File: src/rtl/dpe_pkg.sv
package dpe_pkg;

   // Bits needed to carry the values 0 .. lines
   function automatic int code_bits(input int lines);
      return $clog2(lines + 1);
   endfunction

   localparam int MAX_LINES = 15;

endpackage

File: src/rtl/enc_in_pol.sv
module enc_in_pol #(
   parameter int WIDTH = 9
) (
   input  logic [WIDTH-1:0] lines_n,
   output logic [WIDTH-1:0] lines
);

   // Active-low pins to active-high requests, one inverter per line
   for (genvar g = 0; g < WIDTH; g++) begin : g_inv
      assign lines[g] = ~lines_n[g];
   end

endmodule

File: src/rtl/enc_prio_mask.sv
module enc_prio_mask #(
   parameter int WIDTH = 9
) (
   input  logic [WIDTH-1:0] req,
   output logic [WIDTH-1:0] grant,
   output logic             idle
);

   // Walk from the top line down; a line survives only if none above it is set
   always_comb begin
      logic seen;
      seen  = 1'b0;
      grant = '0;
      for (int i = WIDTH - 1; i >= 0; i--) begin
         grant[i] = req[i] & ~seen;
         seen     = seen | req[i];
      end
      idle = ~seen;
   end

   always_comb begin
      a_r1_single_grant: assert ($onehot0(grant));
      a_r2_idle_no_grant: assert (idle == (grant == '0));
   end

endmodule

File: src/rtl/enc_onehot_code.sv
module enc_onehot_code #(
   parameter int WIDTH  = 9,
   parameter int CODE_W = 4
) (
   input  logic [WIDTH-1:0]  grant,
   output logic [CODE_W-1:0] code
);

   // Line i stands for digit i+1: OR its value into the code when granted
   always_comb begin
      code = '0;
      for (int i = 0; i < WIDTH; i++) begin
         if (grant[i]) code = code | CODE_W'(i + 1);
      end
   end

   always_comb begin
      a_r1_code_in_range: assert (code <= CODE_W'(WIDTH));
   end

endmodule

File: src/rtl/enc_out_stage.sv
module enc_out_stage #(
   parameter int CODE_W     = 4,
   parameter bit REGISTERED = 1'b1
) (
   input  logic              clk,
   input  logic              rst,
   input  logic [CODE_W-1:0] code,
   input  logic              idle,
   output logic [CODE_W-1:0] code_n,
   output logic              none_out
);

   if (REGISTERED) begin : g_reg
      always_ff @(posedge clk) begin
         if (rst) begin
            code_n   <= '1;
            none_out <= 1'b1;
         end else begin
            code_n   <= ~code;
            none_out <= idle;
         end
      end

      a_r7_reset_state: assert property (@(posedge clk)
         rst |=> (code_n == '1 && none_out));

      a_r7_one_cycle: assert property (@(posedge clk) disable iff (rst)
         !$past(rst) |-> (code_n == ~$past(code) && none_out == $past(idle)));
   end else begin : g_comb
      logic unused_clk_rst;
      assign unused_clk_rst = clk ^ rst;
      assign code_n   = ~code;
      assign none_out = idle;
   end

endmodule

File: src/rtl/digit_prio_enc.sv
module digit_prio_enc
   import dpe_pkg::*;
#(
   parameter int NUM_LINES  = 9,
   parameter bit REGISTERED = 1'b1,
   localparam int CODE_W    = code_bits(NUM_LINES)
) (
   input  logic                 clk,
   input  logic                 rst,
   input  logic [NUM_LINES-1:0] req_n,
   output logic [CODE_W-1:0]    code_n,
   output logic                 none_active
);

   if (NUM_LINES < 1 || NUM_LINES > MAX_LINES) begin : g_bad_lines
      $error("digit_prio_enc: NUM_LINES out of range");
   end

   logic [NUM_LINES-1:0] req;
   logic [NUM_LINES-1:0] grant;
   logic                 idle;
   logic [CODE_W-1:0]    code;

   enc_in_pol #(.WIDTH(NUM_LINES)) u_pol (
      .lines_n (req_n),
      .lines   (req)
   );

   enc_prio_mask #(.WIDTH(NUM_LINES)) u_mask (
      .req   (req),
      .grant (grant),
      .idle  (idle)
   );

   enc_onehot_code #(.WIDTH(NUM_LINES), .CODE_W(CODE_W)) u_code (
      .grant (grant),
      .code  (code)
   );

   enc_out_stage #(.CODE_W(CODE_W), .REGISTERED(REGISTERED)) u_out (
      .clk      (clk),
      .rst      (rst),
      .code     (code),
      .idle     (idle),
      .code_n   (code_n),
      .none_out (none_active)
   );

   a_r3_flag_means_zero: assert property (@(posedge clk) disable iff (rst)
      none_active |-> (code_n == '1));

   a_r3_request_clears_flag: assert property (@(posedge clk) disable iff (rst)
      (!REGISTERED && !(&req_n)) |-> !none_active);

   a_r5_top_line_wins: assert property (@(posedge clk) disable iff (rst)
      (!REGISTERED && !req_n[NUM_LINES-1]) |-> (code_n == ~CODE_W'(NUM_LINES)));

endmodule

File: config.mk
export PLATFORM = sky130hd
export DESIGN_NAME = digit_prio_enc
export DESIGN_NICKNAME = d
export VERILOG_FILES = /design/src/rtl/dpe_pkg.sv /design/src/rtl/enc_in_pol.sv /design/src/rtl/enc_prio_mask.sv /design/src/rtl/enc_onehot_code.sv /design/src/rtl/enc_out_stage.sv /design/src/rtl/digit_prio_enc.sv
export SDC_FILE = /design/constraint.sdc
export NUM_CORES = 1
export LEC_CHECK = 0
export BUFFER_PORTS_ARGS = -buffer_cell sky130_fd_sc_hd__clkbuf_2
export CAP_MARGIN = 5
export CORE_AREA = 2 2 39 41
export CTS_CLUSTER_SIZE = 14
export DETAILED_ROUTE_END_ITERATION = 6
export DIE_AREA = 0 0 41 43
export SYNTH_ARGS = -nofsm -noshare
export SYNTH_HDL_FRONTEND = slang
export SYNTH_SLANG_ARGS = --single-unit
File: constraint.sdc
create_clock -name clk -period 1.45 [get_ports clk]
set_input_delay 0.29 -clock clk [delete_from_list [all_inputs] [get_ports clk]]
set_output_delay 0.29 -clock clk [all_outputs]
set_load 0.01 [all_outputs]
# --- Word level (Yosys, flattened, before mapping) ---
# Cells that the tools add are included.
totals:
  inputBits: 11
  regBits: 5
op_classes:
  mux: 9
  bitwise: 34
op_table:
  columns: ["op", "n"]
  rows:
  - ["NOT 1 bit", 17]
  - ["2-to-1 mux 3 bit", 4]
  - ["bitwise AND 1 bit", 8]
  - ["2-to-1 mux 4 bit", 2]
  - ["OR 1 bit", 8]
  - ["2-to-1 mux 2 bit", 2]
  - ["NOT 4 bit", 1]
  - ["2-to-1 mux 1 bit", 1]

# --- Longest topological paths before layout ---
depth:
  depth_word: 20
  depth_mapped: 3
  mapped_depth_nobuf: 3

# --- By module ---
# Synthesis repeated with hierarchy kept, for this count alone.
unflattened:
  hier_cells: 42
  area_unflattened_um2: 302.8
by_module_without_submodules:
  columns: ["module", "cells_per_inst", "instances", "area_per_inst_um2", "seq_area_each_um2"]
  rows:
  - ["enc_out_stage", 10, 1, 131.4, 100.1]
  - ["enc_prio_mask", 16, 1, 103.8, 0.0]
  - ["enc_in_pol", 9, 1, 33.8, 0.0]
  - ["enc_onehot_code", 7, 1, 33.8, 0.0]

# --- Least setup slack after synthesis ---
# OpenSTA, ideal clock, no wires.
synth_path:
  kind: "input port to flip-flop"
  start: "input port req_n[7]"
  end: "register u_out.none_out"
  arrival_ps: 636
  n_path_buf: 0
  cell_stages: 3
  slack_ps: 698
  path_cell_list: "nand2_1 nor2_2 a41o_1"
synth_between:
  elab_chain_len: 10
synth_rtl:
  columns: ["element", "line_no", "source"]
  rows:
  - ["start: declaration", "digit_prio_enc.sv:10", "input logic [NUM_LINES-1:0] req_n,"]
  - ["NOT 1 bit", "enc_in_pol.sv:10", "assign lines[g] = ~lines_n[g];"]
  - ["OR 1 bit (8 in a row)", "enc_prio_mask.sv:16", "seen = seen | req[i];"]
  - ["NOT 1 bit", "enc_prio_mask.sv:18", "idle = ~seen;"]
  - ["end signal: assignment", "enc_out_stage.sv:20", "none_out <= idle;"]
  - ["end: declaration", "enc_out_stage.sv:10", "output logic none_out"]
# Every way passes these cells.
# A chain may end at the register's enable or synchronous reset.

# --- Final worst setup path ---
layout_path:
  start: "register u_out.code_n[2]"
  end: "output port code_n[2]"
layout_lines:
  columns: ["element", "line_no", "source"]
  rows:
  - ["start: declaration", "enc_out_stage.sv:9", "output logic [CODE_W-1:0] code_n,"]
  - ["start signal: assignment", "enc_out_stage.sv:19", "code_n <= ~code;"]
  - ["end: declaration", "digit_prio_enc.sv:11", "output logic [CODE_W-1:0] code_n,"]
# No word-level cell between the ends.

==> summary.md <==
| Metric | Value |
|---|---|
| Status | `finished clean` |
| DR vias/cell | `3.74` |
| Multi-input logic area | `100 sq um` |
| Sequential share of the synthesized area | `0.500` |
| Post-CTS sizing | `0` |
| Remaining antenna violation count | `0` |
| Worst IR drop on VDD | `0.000193 V` |
| Synth unique cells | `11` |
| Dominant synthesized flop cell | `dfxtp_1` |
| CP peak stage delay | `0.30 ns` |
| Post-Syn Nets | `33` |
| F_max | `1060 MHz` |
| Crit path cell chain | `clkbuf_2` |
| Worst-Margin Slew | `0.135 ns` |
| Io pins | `16` |
| GRT Total Usage | `0.0643` |
| Top-count cell post-synth | `dfxtp_1` |
| Final setup violation count | `0` |
| Vias in the first global route | `192` |
| Initial drt markers | `5` |
| Data arrival time of the critical path | `0.66 ns` |
| Post-synth top area cell | `dfxtp_1` |
| Chip height | `43 microns` |
| Antenna Cells | `0` |
| Switch share | `0.216` |
| CP max stage cell | `dfxtp_1` |
| Power Density | `1080 nW/um^2` |
| Core Box Area | `1380 sq um` |
| Area growth from synthesis to layout | `60.6%` |
| Drt wl/cell | `7.72 microns` |
| Wire length of the first global-routing pass | `690 microns` |
| Final min period | `0.947 ns` |
| Post-CTS Setup Bufs | `0` |
| Unrepaired setup endpoints after global routing | `no` |
| Synth async-reset ratio | `0` |
| Placer Congestion | `0.723` |
| DP Wirelength | `392 microns` |
| Critical Path RT | `1.16 ns` |
| Crit path buf inv count | `1` |
| CP Capture Type | `primary output` |
| CTS hold repair buffers | `0` |
| DR vias | `213` |
| Final Hold Violating Endpoints | `0` |
| Nets | `53` |
| Avg Inst Size Synth | `9.10 sq um` |
| Comb power frac | `0.133` |
| Clock root cell | `clkbuf_4` |
| Setup crit start | `u_out.code_n[2]$_SDFF_PP1_` |
| Worst-path maximum fanout | `1` |
| Switch Pwr | `0.0000749 W` |
| TritonCTS clock tree | `done` |
| Gr ovfl total | `0` |
| Drt pass-1 iters | `2` |
| Hold Crit Class | `in2reg` |
| FILL cells | `153` |
| Initial antenna violation count | `0` |
| Final cell area excluding filler cells | `322 sq um` |
| Remaining DRCs | `0` |
| Slew Limit Fails | `0` |
| Number of synthesized register bits | `5` |
| Port Buffers | `15` |
| Internal power | `0.000272 W` |
| Final WL | `440 microns` |
| Slew margin rel. | `0.909` |
| Die Footprint | `1760 sq um` |
| Top cell type's share of synthesized area | `0.500` |
| Leading cell types by count after synthesis | `dfxtp_1, nand2_1, a21oi_1, nand2b_1` |
| Final period util | `0.653` |
| Critical path type | `reg2out` |
| Main area contributors after synthesis | `dfxtp_1, nand2b_1, a21oi_1` |
| Setup TNS | `0 ns` |
| Maxcap violations | `0` |
| Clock share of power | `0.442` |
| Tot Pwr | `0.000347 W` |
| FF/Latch Area | `100 sq um` |
| Delay-heaviest family, CP | `flip-flops` |
| H-tree levels | `1` |
| Proportion of layout cells with a drive suffix above 1 | `0.488` |
| Post-synth EDFFs | `0` |
| Largest net degree at the start of global routing | `6` |
| Register share of total power | `0.425` |
| Pleak | `0.156 nW` |
| Reg clk slew, reported paths | `0.04 ns` |
| Total CTS buffers | `3` |
| Clk sinks | `5` |
| Syn Inst Count | `22` |
| Cell area after synthesis | `200 sq um` |
| Startpoint Class | `register` |
| Initial Util | `0.145` |
| Synth warn | `0` |
| Std cell rows | `14` |
| Die Width | `41 microns` |
| HP Start | `rst` |
| Placed Area | `295 sq um` |
| Max Root-Sink Buffers | `2` |
==> cell type report <==
cell class | count | area share
tap | 16 | 0.0623
multi-input combinational | 17 | 0.311
timing repair buffer | 15 | 0.233
sequential | 5 | 0.311
clock buffer | 4 | 0.0817
==> per-layer routing <==
metal  track usage  share of wire  wire, microns
met1        0.0740           0.39            172
met2        0.0688           0.46            204
met3       0.00524           0.11             48
met4         0.120          0.034             15
met5             0              0              0
==> registers in the layout, indices dropped and copies added (netlist names) <==
signal / count
u_out.code_n: 4
u_out.none_out: 1
==> metrics by stage <==
stage / hold slack [ns] / utilization / std cells / setup slack (ns)
finish: 0.306 / 0.232 / 57 / 0.503
global route: 0.316 / 0.232 / 57 / 0.467
CTS: 0.300 / 0.232 / 57 / 0.486
detailed placement: 0.548 / 0.213 / 53 / 0.540
global placement: 0.551 / 0.213 / 53 / 0.542
floorplan: 0.384 / - / 22 / 0.698
==> power groups by stage <==
stage	Sequential, W	Clock (W)	Combinational (W)
3_3_place_gp	0.000150	0	0.0000464
6_report	0.000148	0.000153	0.0000461
5_1_grt	0.000148	0.000164	0.0000522
3_5_place_dp	0.000150	0	0.0000470
2_1_floorplan	0.000154	0	0.0000136
4_1_cts	0.000148	0.000163	0.0000471
==> cell families after synthesis <==
| logic type | Yosys count | share of synthesized area |
|---|---|---|
| AO/OA/AOI/OAI | 6 | 0.181 |
| AND/OR/NAND/NOR | 11 | 0.319 |
| flip-flops | 5 | 0.500 |
==> path summary, 6_finish.rpt <==
kind | endpoint | slack (ns) | depth (start not counted)
max | code_n[2] | 0.50 | 1
min | u_out.code_n[3]$_SDFF_PP1_ | 0.31 | 2
==> placed cells by master (no fill, tap or decap), drive strengths merged <==
cell / Yosys / routed
o21ai: 1 / 1
nor2: 2 / 2
clkbuf: 0 / 19
nand4: 1 / 1
a31oi: 1 / 1
nand2: 4 / 4
nand2b: 3 / 3
dfxtp: 5 / 5
a21oi: 3 / 3
nand3b: 1 / 1
a41o: 1 / 1
Power figures use the tool's default switching activity.
